`config.mk`:
```
export PLATFORM = sky130hd
export DESIGN_NAME = i2c_cmd_engine
export DESIGN_NICKNAME = d
export VERILOG_FILES = /design/src/rtl/i2c_eng_pkg.sv /design/src/rtl/i2c_eng_phase_div.sv /design/src/rtl/i2c_eng_shreg.sv /design/src/rtl/i2c_eng_busmon.sv /design/src/rtl/i2c_cmd_engine.sv
export SDC_FILE = /design/constraint.sdc
export NUM_CORES = 1
export LEC_CHECK = 0
export CAP_MARGIN = 10
export CORE_MARGIN = 2
export CORE_UTILIZATION = 29
export DETAILED_ROUTE_END_ITERATION = 6
export DONT_BUFFER_PORTS = 1
export GPL_TIMING_DRIVEN = 0
export PLACE_DENSITY = 0.51
export SYNTH_ARGS = -nofsm -noshare
export SYNTH_HDL_FRONTEND = slang
export SYNTH_SLANG_ARGS = --single-unit
```
`constraint.sdc`:
```
create_clock -name clk -period 7.77 [get_ports clk]
set_input_delay 1.554 -clock clk [delete_from_list [all_inputs] [get_ports clk]]
set_output_delay 1.554 -clock clk [all_outputs]
set_load 0.05 [all_outputs]
```
`src/rtl/i2c_eng_pkg.sv`:
```
package i2c_eng_pkg;
  localparam int CMD_W    = 5;
  localparam int CB_STOP  = 0;
  localparam int CB_WRITE = 1;
  localparam int CB_READ  = 2;
  localparam int CB_START = 3;
  localparam int CB_NOACK = 4;

  typedef enum logic [1:0] {
    ST_IDLE  = 2'd0,
    ST_START = 2'd1,
    ST_BYTE  = 2'd2,
    ST_STOP  = 2'd3
  } eng_state_e;
endpackage

```
`src/rtl/i2c_eng_phase_div.sv`:
```
module i2c_eng_phase_div #(
  parameter int CNT_W = 16
) (
  input  logic             clk,
  input  logic             rst_n,
  input  logic             run,
  input  logic             scl_high,
  input  logic [CNT_W-1:0] hi_lim,
  input  logic [CNT_W-1:0] lo_lim,
  output logic             tick
);
  logic [CNT_W-1:0] cnt_q, cnt_n, lim;

  assign lim  = scl_high ? hi_lim : lo_lim;
  assign tick = run && (cnt_q == lim);

  always_comb begin
    cnt_n = cnt_q;
    if (!run || tick) cnt_n = '0;
    else              cnt_n = cnt_q + 1'b1;
  end

  always_ff @(posedge clk or negedge rst_n) begin
    if (!rst_n) cnt_q <= '0;
    else        cnt_q <= cnt_n;
  end

  // half-phase counter advances by one per cycle until its limit
  p_count_step_r2: assert property (@(posedge clk) disable iff (!rst_n)
    (run && $past(run) && !$past(tick)) |-> (cnt_q == $past(cnt_q) + 1'b1));
endmodule

```
`src/rtl/i2c_eng_shreg.sv`:
```
module i2c_eng_shreg #(
  parameter int W = 8
) (
  input  logic         clk,
  input  logic         rst_n,
  input  logic         load,
  input  logic [W-1:0] din,
  input  logic         shift,
  input  logic         bit_in,
  output logic [W-1:0] q
);
  logic [W-1:0] q_n;

  always_comb begin
    q_n = q;
    if (load)       q_n = din;
    else if (shift) q_n = {q[W-2:0], bit_in};
  end

  always_ff @(posedge clk or negedge rst_n) begin
    if (!rst_n) q <= '0;
    else        q <= q_n;
  end
endmodule

```
`src/rtl/i2c_eng_busmon.sv`:
```
module i2c_eng_busmon (
  input  logic clk,
  input  logic rst_n,
  input  logic scl_in,
  input  logic sda_in,
  output logic busy
);
  logic scl_d, sda_d, busy_n;
  logic saw_start, saw_stop;

  assign saw_start = scl_in && scl_d && sda_d && !sda_in;
  assign saw_stop  = scl_in && scl_d && !sda_d && sda_in;

  always_comb begin
    busy_n = busy;
    if (saw_start)     busy_n = 1'b1;
    else if (saw_stop) busy_n = 1'b0;
  end

  always_ff @(posedge clk or negedge rst_n) begin
    if (!rst_n) begin
      scl_d <= 1'b1;
      sda_d <= 1'b1;
      busy  <= 1'b0;
    end else begin
      scl_d <= scl_in;
      sda_d <= sda_in;
      busy  <= busy_n;
    end
  end
endmodule

```
`src/rtl/i2c_cmd_engine.sv`:
```
module i2c_cmd_engine
  import i2c_eng_pkg::*;
#(
  parameter int DIV_W  = 16,
  parameter int BYTE_W = 8
) (
  input  logic              clk,
  input  logic              rst_n,
  input  logic              cmd_valid,
  input  logic [CMD_W-1:0]  cmd,
  input  logic [BYTE_W-1:0] tx_byte,
  input  logic [DIV_W-1:0]  scl_hi_div,
  input  logic [DIV_W-1:0]  scl_lo_div,
  input  logic              scl_in,
  input  logic              sda_in,
  output logic              scl_oe,
  output logic              sda_oe,
  output logic [BYTE_W-1:0] rx_byte,
  output logic              busy,
  output logic              ev_start,
  output logic              ev_end,
  output logic              ev_send,
  output logic              ev_recv,
  output logic              ev_ackerr,
  output logic              ev_arblost,
  output logic              ev_over
);
  localparam int BIT_W = $clog2(BYTE_W + 1);
  localparam logic [BIT_W-1:0] LAST_DATA = BIT_W'(BYTE_W - 1);
  localparam logic [BIT_W-1:0] ACK_SLOT  = BIT_W'(BYTE_W);

  eng_state_e        state_q, state_n;
  logic [1:0]        step_q, step_n;
  logic [BIT_W-1:0]  bit_q, bit_n;
  logic [CMD_W-1:0]  cmd_q, cmd_n;
  logic              scl_q, scl_n, sda_q, sda_n, ack_q, ack_n;
  logic              tick, sh_load, sh_shift, is_wr;
  logic [BYTE_W-1:0] sh_q;
  logic e_start_n, e_end_n, e_send_n, e_recv_n, e_ackerr_n, e_arb_n, e_over_n;

  assign is_wr = cmd_q[CB_WRITE];

  i2c_eng_phase_div #(.CNT_W(DIV_W)) u_div (
    .clk(clk), .rst_n(rst_n), .run(state_q != ST_IDLE), .scl_high(scl_q),
    .hi_lim(scl_hi_div), .lo_lim(scl_lo_div), .tick(tick));

  i2c_eng_shreg #(.W(BYTE_W)) u_sh (
    .clk(clk), .rst_n(rst_n), .load(sh_load), .din(tx_byte),
    .shift(sh_shift), .bit_in(sda_in), .q(sh_q));

  i2c_eng_busmon u_mon (
    .clk(clk), .rst_n(rst_n), .scl_in(scl_in), .sda_in(sda_in), .busy(busy));

  always_comb begin
    state_n = state_q; step_n = step_q; bit_n = bit_q; cmd_n = cmd_q;
    scl_n = scl_q; sda_n = sda_q; ack_n = ack_q;
    sh_load = 1'b0; sh_shift = 1'b0;
    e_start_n = 1'b0; e_end_n = 1'b0; e_send_n = 1'b0; e_recv_n = 1'b0;
    e_ackerr_n = 1'b0; e_arb_n = 1'b0; e_over_n = 1'b0;
    case (state_q)
      ST_IDLE: begin
        if (cmd_valid) begin
          cmd_n   = cmd;
          sh_load = 1'b1;
          if (cmd[CB_START]) begin
            state_n = ST_START;
            sda_n   = 1'b1;
            if (!scl_q) begin step_n = 2'd0; scl_n = 1'b0; end
            else        begin step_n = 2'd1; scl_n = 1'b1; end
          end else if (cmd[CB_WRITE] || cmd[CB_READ]) begin
            state_n = ST_BYTE; step_n = 2'd0; bit_n = '0; scl_n = 1'b0;
            sda_n   = cmd[CB_WRITE] ? tx_byte[BYTE_W-1] : 1'b1;
          end else if (cmd[CB_STOP]) begin
            state_n = ST_STOP; step_n = 2'd0; scl_n = 1'b0; sda_n = 1'b0;
          end else begin
            e_over_n = 1'b1;
          end
        end
      end
      ST_START: begin
        if (tick) begin
          case (step_q)
            2'd0: begin step_n = 2'd1; scl_n = 1'b1; end
            2'd1: begin step_n = 2'd2; sda_n = 1'b0; e_start_n = 1'b1; end
            2'd2: step_n = 2'd3;
            default: begin
              scl_n = 1'b0;
              if (cmd_q[CB_WRITE] || cmd_q[CB_READ]) begin
                state_n = ST_BYTE; step_n = 2'd0; bit_n = '0;
                sda_n   = is_wr ? sh_q[BYTE_W-1] : 1'b1;
              end else if (cmd_q[CB_STOP]) begin
                state_n = ST_STOP; step_n = 2'd0; sda_n = 1'b0;
              end else begin
                state_n = ST_IDLE; e_over_n = 1'b1;
              end
            end
          endcase
        end
      end
      ST_BYTE: begin
        if (tick) begin
          case (step_q)
            2'd0: step_n = 2'd1;
            2'd1: begin step_n = 2'd2; scl_n = 1'b1; end
            2'd2: begin
              step_n = 2'd3;
              if (bit_q != ACK_SLOT) begin
                if (is_wr && sda_q && !sda_in) begin
                  state_n = ST_IDLE; scl_n = 1'b1; sda_n = 1'b1;
                  e_arb_n = 1'b1; e_over_n = 1'b1;
                end else begin
                  sh_shift = 1'b1;
                end
              end else begin
                ack_n = sda_in;
              end
            end
            default: begin
              scl_n = 1'b0;
              if (bit_q != ACK_SLOT) begin
                bit_n  = bit_q + 1'b1;
                step_n = 2'd0;
                if (bit_q == LAST_DATA) sda_n = is_wr ? 1'b1 : cmd_q[CB_NOACK];
                else                    sda_n = is_wr ? sh_q[BYTE_W-1] : 1'b1;
              end else begin
                if (is_wr) begin e_send_n = 1'b1; e_ackerr_n = ack_q; end
                else       e_recv_n = 1'b1;
                if (cmd_q[CB_STOP]) begin
                  state_n = ST_STOP; step_n = 2'd0; sda_n = 1'b0;
                end else begin
                  state_n = ST_IDLE; sda_n = 1'b1; e_over_n = 1'b1;
                end
              end
            end
          endcase
        end
      end
      default: begin
        if (tick) begin
          case (step_q)
            2'd0: begin step_n = 2'd1; scl_n = 1'b1; end
            2'd1: begin step_n = 2'd2; sda_n = 1'b1; e_end_n = 1'b1; end
            2'd2: step_n = 2'd3;
            default: begin state_n = ST_IDLE; e_over_n = 1'b1; end
          endcase
        end
      end
    endcase
  end

  always_ff @(posedge clk or negedge rst_n) begin
    if (!rst_n) begin
      state_q <= ST_IDLE; step_q <= 2'd0; bit_q <= '0; cmd_q <= '0;
      scl_q <= 1'b1; sda_q <= 1'b1; ack_q <= 1'b0;
      ev_start <= 1'b0; ev_end <= 1'b0; ev_send <= 1'b0; ev_recv <= 1'b0;
      ev_ackerr <= 1'b0; ev_arblost <= 1'b0; ev_over <= 1'b0;
    end else begin
      state_q <= state_n; step_q <= step_n; bit_q <= bit_n; cmd_q <= cmd_n;
      scl_q <= scl_n; sda_q <= sda_n; ack_q <= ack_n;
      ev_start <= e_start_n; ev_end <= e_end_n; ev_send <= e_send_n;
      ev_recv <= e_recv_n; ev_ackerr <= e_ackerr_n; ev_arblost <= e_arb_n;
      ev_over <= e_over_n;
    end
  end

  assign scl_oe  = !scl_q;
  assign sda_oe  = !sda_q;
  assign rx_byte = sh_q;

  // inside a byte, SDA holds while SCL stays high
  p_sda_hold_r12: assert property (@(posedge clk) disable iff (!rst_n)
    (state_q == ST_BYTE && $past(state_q) == ST_BYTE && scl_q && $past(scl_q))
      |-> $stable(sda_q));
  // completion is only reported on return to idle
  p_over_idle_r8: assert property (@(posedge clk) disable iff (!rst_n)
    ev_over |-> (state_q == ST_IDLE));
  // an acknowledge error always accompanies a sent byte
  p_ackerr_send_r4: assert property (@(posedge clk) disable iff (!rst_n)
    ev_ackerr |-> ev_send);
  // arbitration loss leaves both lines released
  p_arb_release_r9: assert property (@(posedge clk) disable iff (!rst_n)
    ev_arblost |-> (!scl_oe && !sda_oe && ev_over && !ev_send));
  // a strobe during a running command leaves the latched command alone
  p_ignore_busy_r11: assert property (@(posedge clk) disable iff (!rst_n)
    (state_q != ST_IDLE && cmd_valid) |=> $stable(cmd_q));
  // STOP is reported with both lines high
  p_stop_lines_r7: assert property (@(posedge clk) disable iff (!rst_n)
    ev_end |-> (!scl_oe && !sda_oe));
endmodule

```
After elaboration in Yosys (flattened, before gate mapping)
Index checks and enable logic that the tools add are counted.

word-level totals
  memories = 0
  ROM bits = 0
  output and inout port bits = 18
  bits in latches = 0
  input port bits = 50
  RAM bits = 0
  flip-flop bits (word level) = 50
  word-level logic and storage cells = 209

operators by class
  divide/modulo/power cells = 0
  multiply operators = 0
  add/sub/neg operators = 2
  shift operators = 0
  bitwise logic cells = 1
  reduce and logical (&&, ||, !) cells = 38
  multiplexer cells = 123
  magnitude comparators = 0
  equal/unequal tests = 26

operators by type and width
  operator                                                          count
  1-bit 2-to-1 mux                                                  71
  2-bit 2-to-1 mux                                                  24
  4-bit 2-to-1 mux                                                  9
  16-bit 2-to-1 mux                                                 2
  2-bit one-hot mux with 3 select lines                             5
  2-bit inequality test (second input constant)                     11
  11-bit AND reduction                                              2
  10-bit AND reduction                                              2
  16-bit by 1-bit adder with 16-bit output (second input constant)  1
  16-bit equality test                                              1
  8-bit 2-to-1 mux                                                  2
  4-bit inequality test (second input constant)                     3
  1-bit one-hot mux with 3 select lines                             4
  4-bit one-hot mux with 3 select lines                             1
  3-bit inequality test (second input constant)                     3
  1-bit logical AND                                                 8
  1-bit one-hot mux with 2 select lines                             4
  2-bit nonzero test                                                4
  4-bit nonzero test                                                2
  6-bit AND reduction                                               1
  6-bit nonzero test                                                1
  2-bit OR reduction                                                3
  3-bit OR reduction                                                2
  1-bit logical NOT                                                 5
  13 further kinds                                                  19

Longest topological paths before layout
Gate-level depths: netlist of run 1.

  word-level depth = 9
  depth in mapped cells = 10
  depth with buffers taken out = 9

Cells and area by module
A second synthesis of run 1 with hierarchy kept.

unflattened totals
  cell total of the unflattened synthesis = 339
  area total of the unflattened synthesis = 3204.3 µm²

by module, submodules not included
  module             area each (µm²)  cells an instance  seq. area each (µm²)  times used
  i2c_cmd_engine     1535.2           169                553.0                 1
  i2c_eng_phase_div  1184.9           129                400.4                 1
  i2c_eng_shreg      372.9            34                 200.2                 1
  i2c_eng_busmon     111.4            7                  77.6                  1

Worst setup path after synthesis of run 1
OpenSTA, ideal clock, no wires.

  path type = input to register
  from = input port scl_hi_div[12]
  to = register step_q[1]
  library setup time = 0.122 ns
  setup slack = 4.368 ns
  stages on the path = 8
  data arrival time = 3.280 ns
  path through = mux2i_1 xnor2_1 nor4_1 nand4_2 or2_1 buf_6 or3_1 a32o_1

between the ends
  cells in the longest elaborated chain, start to end = 5

ends and longest elaborated chain
  item                                                                                                            RTL line                 source
  from (decl)                                                                                                     i2c_cmd_engine.sv:12     input logic [DIV_W-1:0] scl_hi_div,
  16-bit 2-to-1 mux *                                                                                             i2c_eng_phase_div.sv:14  assign lim = scl_high ? hi_lim : lo_lim;
  16-bit equality test *                                                                                          i2c_eng_phase_div.sv:15  assign tick = run && (cnt_q == lim);
  1-bit logical AND *                                                                                             i2c_eng_phase_div.sv:15
  2-bit by 1-bit inequality test with 1-bit output (no source line) / 2-bit nonzero test (equally long branches)  n/a
  6-bit AND reduction (no source line) *                                                                          n/a
  to (signal assigned)                                                                                            i2c_cmd_engine.sv:158    state_q <= state_n; step_q <= step_n; bit_q <= bit_n; cmd_q <= cmd_n;
  to (decl)                                                                                                       i2c_cmd_engine.sv:33     logic [1:0] step_q, step_n;

Mark *: on every way between the ends. The rest lies on a longest branch, timed or not.
A chain may end at the register's enable or synchronous reset.

Worst setup path after layout of run 1
Same ends and word-level chain as after synthesis.

==> flow_summary.yaml, run 1 <==
logic_synthesis:
  syn_nets: 393
  avgSynthCellArea_um2: 9.41
  synth_xor_area_share_pct: 8.43
  synth_seq_cells: 49
  synthSimpleGateAreaFrac_pct: 19.4
  synthAdderAreaFrac_pct: 4.82
  synth_top_area_share_pct: 36.1
  synth_cells: 331
  synthFlopType: "dfrtp_1"
  synth_edf_count: 0
  synth.cell_area_mm2: 0.00312
  synth.yosys.warnings: 0
  muxShareOfSynthArea_pct: 11.9
  async_flop_share_pct: 100
  synth_top_family_by_area: "simple AND/OR/NAND/NOR gates"
  synth-compound-area-share_pct: 11.3
  yosysUniqueCellTypes: 50
  yosysTopAreaCell: "dfrtp_1"
  synth.area.top_cells: "dfrtp_1 (36%), mux2i_1 (8.7%), xnor2_1 (6.2%), nor2_1 (5.9%), ha_1 (4.8%)"
  ys_seq_area_share_pct: 39.5
die:
  start_util_pct: 30.0
  die_w_um: 108
  rows: 37
  core_area_mm2: 0.0104
  die_area_mm2: 0.0116
  die_h_um: 108
  io_pins: 68
timing:
  layout_min_cycle_time_ns: 3.32
  slew_headroom_pct: 62.4
  finalClockSkew_ns: 0.00909
  max_freq_ghz: 0.301
  setup_viol: 0
  finalHoldViolations: 0
  worst_slew_pin_slew_ns: 0.564
  layout_setup_ws_ns: 4.45
  rsz0062_at_grt: "no"
  period_share_pct: 42.8
  fin_setup_tns_ns: 0
  drv_slew: 0
  whs_ns: 0.493
final_layout:
  final_common_cell: "nor2_1"
  num_antenna_cells: 0
  utilization_pct: 32.6
  final_cell_mix: "nor2_1 (49), dfrtp_1 (45), mux2i_1 (27)"
  nFillCells: 1116
  multi_input_area_mm2: 0.00174
  register_area_mm2: 0.00123
  fin_area_mm2: 0.00338
  layout.nets: 400
  drive_gt1_share_pct: 9.14
  area_growth_pct: 8.55
  stdcell_count: 475
job:
  timing.max_cap.violations: 0
clock_tree:
  cts-resized-gates: 0
  clk_pin_slew_worst_paths_ns: 0.09
  insertion_delay_ns: 0.30
  clkSinkCount: 49
  root_buffer: "clkbuf_8"
  h-tree-depth: 2
  hold_buffers: 0
  clock_path_buffers: 2
  cts_setup_buffers: 0
  cts_tree: "done"
  numCtsBuffers: 5
critical_path:
  cpLargestDelayFamily: "simple AND/OR/NAND/NOR gates"
  cp_slowest_stage_delay_ns: 0.37
  path_buf_inv: 1
  cp_slowest_cell: "or3_1"
  cp_data_required_time_ns: 7.96
  crit_fanout: 10
  crit_path_end_kind: "flip-flop"
  critPathArrivalTime_ns: 3.51
  cp-start-kind: "input pin"
  crit_type: "in -> reg"
  cp_cell_sequence: "mux2i_1, xnor2_1, nor4_1, nand4_2, or2_1, buf_6, or3_1, a32o_1"
grt:
  grt_max_degree: 50
  gr-usage-all-layers_pct: 13.1
  grt.overflow.total: 0
  antenna_found_initial: 0
  grt_pass1_wl_mm: 12.1
  grt_pass1_vias: 2392
drt:
  ant_nets: 0
  vias: 2400
  drt_first_pass_iters: 4
  drtIter0Drc: 98
  drcViolationCount: 0
  vias_per_cell: 5.05
  wl_per_cell_um: 15.7
  drt-total-wl_mm: 7.44
power:
  ir_worst_vdd_v: 0.000160
  power.density_mw_per_mm2: 332
  p_leak_nw: 1.40
  power_mw: 1.12
placed_design:
  dp.cells: 467
  pre_cts_slack_ns: 4.04
  portBuffers: 0
  dpl.hpwl_mm: 5.65
  dpl_cell_area_mm2: 0.00329
  gp_congestion: 0.853
run_status:
  status: "finished clean"
worst_hold_path:
  hold_class: "reg -> reg"
## cell usage after synthesis (3+ instances only)
library cell and n:
a21o_1 3, a21oi_1 18, a31oi_1 3, and2_1 4
and3_1 3, clkbuf_1 11, dfrtp_1 45, dfstp_2 4
ha_1 12, inv_1 13, mux2_2 9, mux2i_1 27
nand2_1 20, nand2b_1 3, nand3_1 11, nand4_1 3
nor2_1 49, nor2b_1 4, nor4_1 6, o21a_1 3
o21ai_0 10, xnor2_1 22, xor2_1 8
## area by class of cell
| type | instances | share of cell area (%) |
|---|---|---|
| plain buffers | 17 | 2.85 |
| clock buffers | 6 | 2.44 |
| clock inverters | 2 | 0.407 |
| inverters | 13 | 1.44 |
| multi-input cells | 252 | 51.4 |
| flip-flops and latches | 49 | 36.4 |
| well taps | 136 | 5.03 |
## power breakdown
part	switching (mW)	internal (mW)
clock	0.0867	0.0723
sequential	0.131	0.313
combinational	0.307	0.212
## flip-flops by register name, indices dropped and copies added, names as in the netlist, 2 cells and up
signal	flops
u_div.cnt_q	16
u_sh.q	8
bit_q	4
cmd_q	4
state_q	2
step_q	2
## worst paths after layout
| path | cells past startpoint | start | slack, ns | endpoint |
|---|---|---|---|---|
| max in group asynchronous | 0 | rst_n | 6.64 | sda_q |
| setup / recovery | 8 | scl_hi_div[12] | 4.45 | step_q[1] |
| setup reg to reg | 10 | scl_q | 4.82 | step_q[1] |
| hold / removal | 1 | ack_q | 0.49 | ev_ackerr |
| min in group asynchronous | 0 | rst_n | 0.93 | u_div.cnt_q[4] |
| hold reg to reg | 1 | ack_q | 0.49 | ev_ackerr |
## worst register-to-register path: cells and delay by family (launching register included)
kind                   cells  cell delay, ns
AND/OR/NAND/NOR            4            1.24
flip-flops                 1            0.54
buffers and inverters      3            0.46
AO/OA/AOI/OAI              1            0.26
multiplexers               1            0.23
XOR/XNOR                   1            0.11
## cells by family after synthesis
logic type | Yosys count
AOI/OAI and AO/OA | 54
adders and majority gates | 12
muxes | 36
and+or+nand+nor | 120
DFF | 49
xor gates and xnor gates | 30
buffers and inverters | 30
## layer usage
metal	vias to the layer above	part of all wire (%)	track usage (%)
met1	1165	47	17.9
met5	-	0	0
met4	0	0.26	1.74
met3	2	6.2	3.09
li1	1161	-	-
met2	72	46	21.5
No activity file was read; power rests on OpenSTA's default activity.
==> run 2: changes to the inputs <==
==> constraint.sdc (replaced) <==
create_clock -name clk -period 3.1 [get_ports clk]
set_input_delay 0.62 -clock clk [delete_from_list [all_inputs] [get_ports clk]]
set_output_delay 0.62 -clock clk [all_outputs]
set_load 0.05 [all_outputs]
==> run 2 against run 1 <==
First-iteration DRC count increased by 4.1%. Hold slack got worse by 0.36 ns. Count of clock-buffer cells in the layout unchanged. Via count increased by 1.6%. Total power increased to 2.5 times the previous value. Sequential power increased to 2.5 times the previous value. Critical path type is now reg -> reg. Non-clock buffer count increased by 6.
==> flow_summary.yaml, run 2 (synthesis results as in run 1) <==
die:
  io_pins: 68
  core_area_mm2: 0.0104
  start_util_pct: 30.0
  die_area_mm2: 0.0116
  die_w_um: 108
  die_h_um: 108
  rows: 37
final_layout:
  largest_reg_flops: 16
  final_common_cell: "nor2_1"
  top_register: "u_div.cnt_q"
  area_growth_pct: 11.0
  fin_area_mm2: 0.00346
  num_antenna_cells: 0
  drive_gt1_share_pct: 10.1
  nFillCells: 1110
  layout.nets: 406
  reg.largest.list: "u_div.cnt_q (16), u_sh.q (8)"
  final_cell_mix: "nor2_1 (48), dfrtp_1 (45), mux2i_1 (27)"
timing:
  rsz0062_at_grt: "no"
  drv_slew: 0
  period_share_pct: 94.1
  max_freq_ghz: 0.343
  fin_setup_tns_ns: 0
  layout_min_cycle_time_ns: 2.92
  finalClockSkew_ns: 0.0109
  setup_viol: 0
  finalHoldViolations: 0
  slew_headroom_pct: 61.1
  worst_slew_pin_slew_ns: 0.584
drt:
  drt-total-wl_mm: 7.95
  vias_per_cell: 5.07
  drt_first_pass_iters: 4
  ant_nets: 0
  drcViolationCount: 0
  wl_per_cell_um: 16.5
  vias: 2438
  drtIter0Drc: 102
grt:
  grt_max_degree: 33
  antenna_found_initial: 0
  gr-usage-all-layers_pct: 14.0
  grt_pass1_wl_mm: 12.7
  grt.overflow.total: 0
  grt_pass1_vias: 2433
critical_path:
  critPathArrivalTime_ns: 3.11
  crit_type: "reg -> reg"
  cp-start-kind: "flip-flop"
  crit_path_end_kind: "flip-flop"
  cp_data_required_time_ns: 3.29
  crit_fanout: 10
placed_design:
  gp_congestion: 0.853
  dpl.hpwl_mm: 5.65
  dpl_cell_area_mm2: 0.00329
  portBuffers: 0
clock_tree:
  cts_tree: "done"
  numCtsBuffers: 5
  root_buffer: "clkbuf_8"
  clkSinkCount: 49
  insertion_delay_ns: 0.30
  clk_pin_slew_worst_paths_ns: 0.09
  h-tree-depth: 2
  clock_path_buffers: 2
power:
  p_leak_nw: 1.43
  ir_worst_vdd_v: 0.000402
  power.density_mw_per_mm2: 823
job:
  timing.max_cap.violations: 0
run_status:
  status: "finished clean"
worst_hold_path:
  hold_class: "in -> async"
## run 2: path summary, 6_finish.rpt
| kind | cells after the start | startpoint | endpoint | slack [ns] |
|---|---|---|---|---|
| setup / recovery | 10 | scl_q | step_q[1] | 0.18 |
| hold / removal | 1 | rst_n | u_div.cnt_q[4] | 0.13 |
| setup reg to reg | 10 | scl_q | step_q[1] | 0.18 |
| hold reg to reg | 1 | ack_q | ev_ackerr | 0.50 |
| max in group asynchronous | 1 | rst_n | cmd_q[1] | 2.18 |
| min in group clk | 0 | sda_in | u_mon.sda_d | 0.30 |
## run 2: per-layer routing
metal | vias to the layer above | share of wire (%) | global-route usage [%]
met3 | 4 | 6.7 | 3.45
met2 | 87 | 46 | 23.2
met1 | 1173 | 46 | 18.8
met4 | 0 | 0.82 | 2.29
met5 | - | 0 | 0
li1 | 1174 | - | -
## run 2: timing repair
action / CTS / global route
buffers inserted: 0 / 1
endpoints found under the hold margin: 32 / 0
endpoints found under the setup margin: 0 / 10
hold buffers: 5 / 0
resized for setup: 0 / 2
## run 2: where the power goes
group	switching, mW	internal [mW]
combinational	0.793	0.540
sequential	0.330	0.783
clock	0.219	0.181
total	1.34	1.50
## run 2: worst max-delay path: stages, from the launching register on
cell and delay (ns):
dfstp_2 0.54, buf_6 0.16, buf_12 0.16, mux2i_1 0.23
xnor2_1 0.11, nor4_1 0.31, nand4_2 0.24, or2_1 0.28
buf_6 0.14, or3_1 0.37, a32o_1 0.26
## run 2: layout make-up
type	count	area (µm²)	share of cell area [%]
Tap cell	136	170	4.92
Multi-Input combinational cell	252	1750	50.5
Inverter	13	48.8	1.41
Buffer	17	96.3	2.79
Sequential cell	49	1230	35.6
Clock inverter	2	13.8	0.398
Timing Repair Buffer	6	67.6	1.95
Clock buffer	6	82.6	2.39
## run 2: per-stage QoR
stage	hold WS (ns)	util [%]	power (mW)	cells	setup WS (ns)
finish	0.131	33.3	2.85	481	0.183
global route	0.125	33.3	3.07	481	0.0195
CTS	0.139	33.2	2.86	480	0.0685
detailed placement	0.327	31.7	2.43	467	0.0776
global placement	0.327	31.7	2.41	467	0.0967
floorplan	0.324	-	2.13	331	0.454
==> run 3: changes to the inputs <==
--- a/config.mk
+++ b/config.mk
@@ -10,8 +10,8 @@
 export CORE_UTILIZATION = 29
 export DETAILED_ROUTE_END_ITERATION = 6
 export DONT_BUFFER_PORTS = 1
+export GPL_ROUTABILITY_DRIVEN = 0
 export GPL_TIMING_DRIVEN = 0
-export PLACE_DENSITY = 0.51
 export SYNTH_ARGS = -nofsm -noshare
 export SYNTH_HDL_FRONTEND = slang
 export SYNTH_SLANG_ARGS = --single-unit
==> run 3 against run 2 <==
Sequential power is essentially flat. Utilization shrank 0.58 points. First-iteration DRC count grew 86%. Setup slack lost 0.018 ns. Sequential share of layout area grew 0.63 points. Critical path depth is the same. Sequential cell count is the same. Hold slack gained 0.013 ns. Combinational power is essentially flat. Register-to-register slack lost 0.02 ns. Clock skew shrank 0.0052 ns. Count of clock-buffer cells in the layout is the same. Critical path type unchanged.
==> flow_summary.yaml, run 3 (synthesis results as in run 1) <==
drt:
  routed.top_layer: "met4"
  drtIter0Drc: 190
  dr_wl_met2_mm: 3.23
  drt_first_pass_iters: 5
  vias: 2443
  drt-total-wl_mm: 7.45
  ant_nets: 0
  vias_per_cell: 5.13
  wl_per_cell_um: 15.6
  wl_met3_um: 688
  drt-met1-wl_mm: 3.44
  drcViolationCount: 0
final_layout:
  layout.nets: 401
  drive_gt1_share_pct: 9.41
  final_cell_mix: "nor2_1 (48), dfrtp_1 (45), mux2i_1 (27)"
  stdcell_count: 476
  num_antenna_cells: 0
  reg.largest.list: "u_div.cnt_q (16), u_sh.q (8)"
  top_register: "u_div.cnt_q"
  fin_area_mm2: 0.00340
  area_growth_pct: 9.08
  largest_reg_flops: 16
  nFillCells: 1118
  final_common_cell: "nor2_1"
placed_design:
  dpl_cell_area_mm2: 0.00329
  dpl.hpwl_mm: 5.57
  portBuffers: 0
  dp.cells: 467
timing:
  setup_viol: 0
  finalHoldViolations: 0
  period_share_pct: 94.7
  layout_min_cycle_time_ns: 2.94
  finalClockSkew_ns: 0.00570
  max_freq_ghz: 0.341
  worst_slew_pin_slew_ns: 0.556
  fin_setup_tns_ns: 0
  drv_slew: 0
  rsz0062_at_grt: "no"
  slew_headroom_pct: 62.8
clock_tree:
  clkSinkCount: 49
  insertion_delay_ns: 0.31
  clock_path_buffers: 2
  cts_tree: "done"
  clk_pin_slew_worst_paths_ns: 0.09
  cts_setup_buffers: 0
  numCtsBuffers: 5
  h-tree-depth: 2
  root_buffer: "clkbuf_8"
power:
  pwr-share-clk_pct: 13.2
  ir_worst_vdd_v: 0.000501
  p_seq_share_pct: 39.7
  swShare_pct: 47.5
  p_leak_nw: 1.40
  power.density_mw_per_mm2: 827
  power_mw: 2.81
  p_switching_mw: 1.34
  comb_power_share_pct: 47.0
  intPower_mw: 1.48
die:
  io_pins: 68
  die_area_mm2: 0.0116
  core_area_mm2: 0.0104
  die_w_um: 108
  die_h_um: 108
  start_util_pct: 30.0
  rows: 37
critical_path:
  crit_fanout: 10
  reg2reg_depth: 10
  critPathArrivalTime_ns: 3.13
  crit_path_end_kind: "flip-flop"
  cp-start-kind: "flip-flop"
  crit_type: "reg -> reg"
  cp_data_required_time_ns: 3.30
run_status:
  status: "finished clean"
grt:
  antenna_found_initial: 0
  grt.overflow.total: 0
  grt_max_degree: 46
  grt_pass1_vias: 2244
  gr-usage-all-layers_pct: 12.8
  grt_pass1_wl_mm: 11.6
job:
  timing.max_cap.violations: 0
worst_hold_path:
  hold_class: "in -> async"
run 3: worst max-delay path: stages (launching register included):
cell     delay [ns]
dfstp_2        0.54
buf_6          0.16
buf_12         0.15
mux2i_1        0.23
xnor2_1        0.08
nor4_1         0.32
nand4_2        0.27
or2_1          0.29
buf_6          0.14
or3_1          0.37
a32o_1         0.26
run 3: layout make-up:
| cell class | count | area (µm²) | share of cell area [%] |
|---|---|---|---|
| Timing Repair Buffer | 1 | 27.5 | 0.810 |
| Inverter | 13 | 48.8 | 1.44 |
| Sequential cell | 49 | 1230 | 36.2 |
| Clock inverter | 2 | 10.0 | 0.295 |
| Clock buffer | 6 | 72.6 | 2.14 |
| Buffer | 17 | 96.3 | 2.84 |
| Tap cell | 136 | 170 | 5.01 |
| Multi-Input combinational cell | 252 | 1740 | 51.3 |
run 3: power by group through the flow:
stage	clock network, mW	registers (mW)	logic (mW)
6_report	0.372	1.12	1.32
5_1_grt	0.413	1.14	1.46
4_1_cts	0.395	1.12	1.32
3_5_place_dp	0	1.13	1.30
3_3_place_gp	0	1.13	1.27
2_1_floorplan	0	1.08	1.05
run 3: worst paths after layout:
path | start | to | slack [ns]
max | scl_q | step_q[1] | 0.16
min | rst_n | u_mon.sda_d | 0.14
max reg2reg | scl_q | step_q[1] | 0.16
min reg2reg | ack_q | ev_ackerr | 0.49
max in group asynchronous | rst_n | step_q[0] | 2.74
min in group clk | sda_in | u_mon.sda_d | 0.30
run 3: timing repair:
action | 4_1_cts | 5_1_grt
resized for setup | 0 | 1
hold buffers | 1 | 0
hold endpoints to repair | 45 | 0
endpoints found under the setup margin | 0 | 4
run 3: metrics by stage:
step | hold WS (ns) | utilization (%) | setup WS [ns]
after global routing | 0.125 | 32.8 | 0.00584
after detailed placement | 0.326 | 31.7 | 0.111
after CTS | 0.131 | 32.7 | 0.120
after floorplan | 0.324 | - | 0.454
final | 0.144 | 32.8 | 0.165
after global placement | 0.326 | 31.7 | 0.143
run 3: per-layer routing:
metal / track usage [%] / vias up
li1: - / 1170
met1: 18.7 / 1163
met2: 18.6 / 101
met3: 3.63 / 9
met4: 3.11 / 0
met5: 0 / -
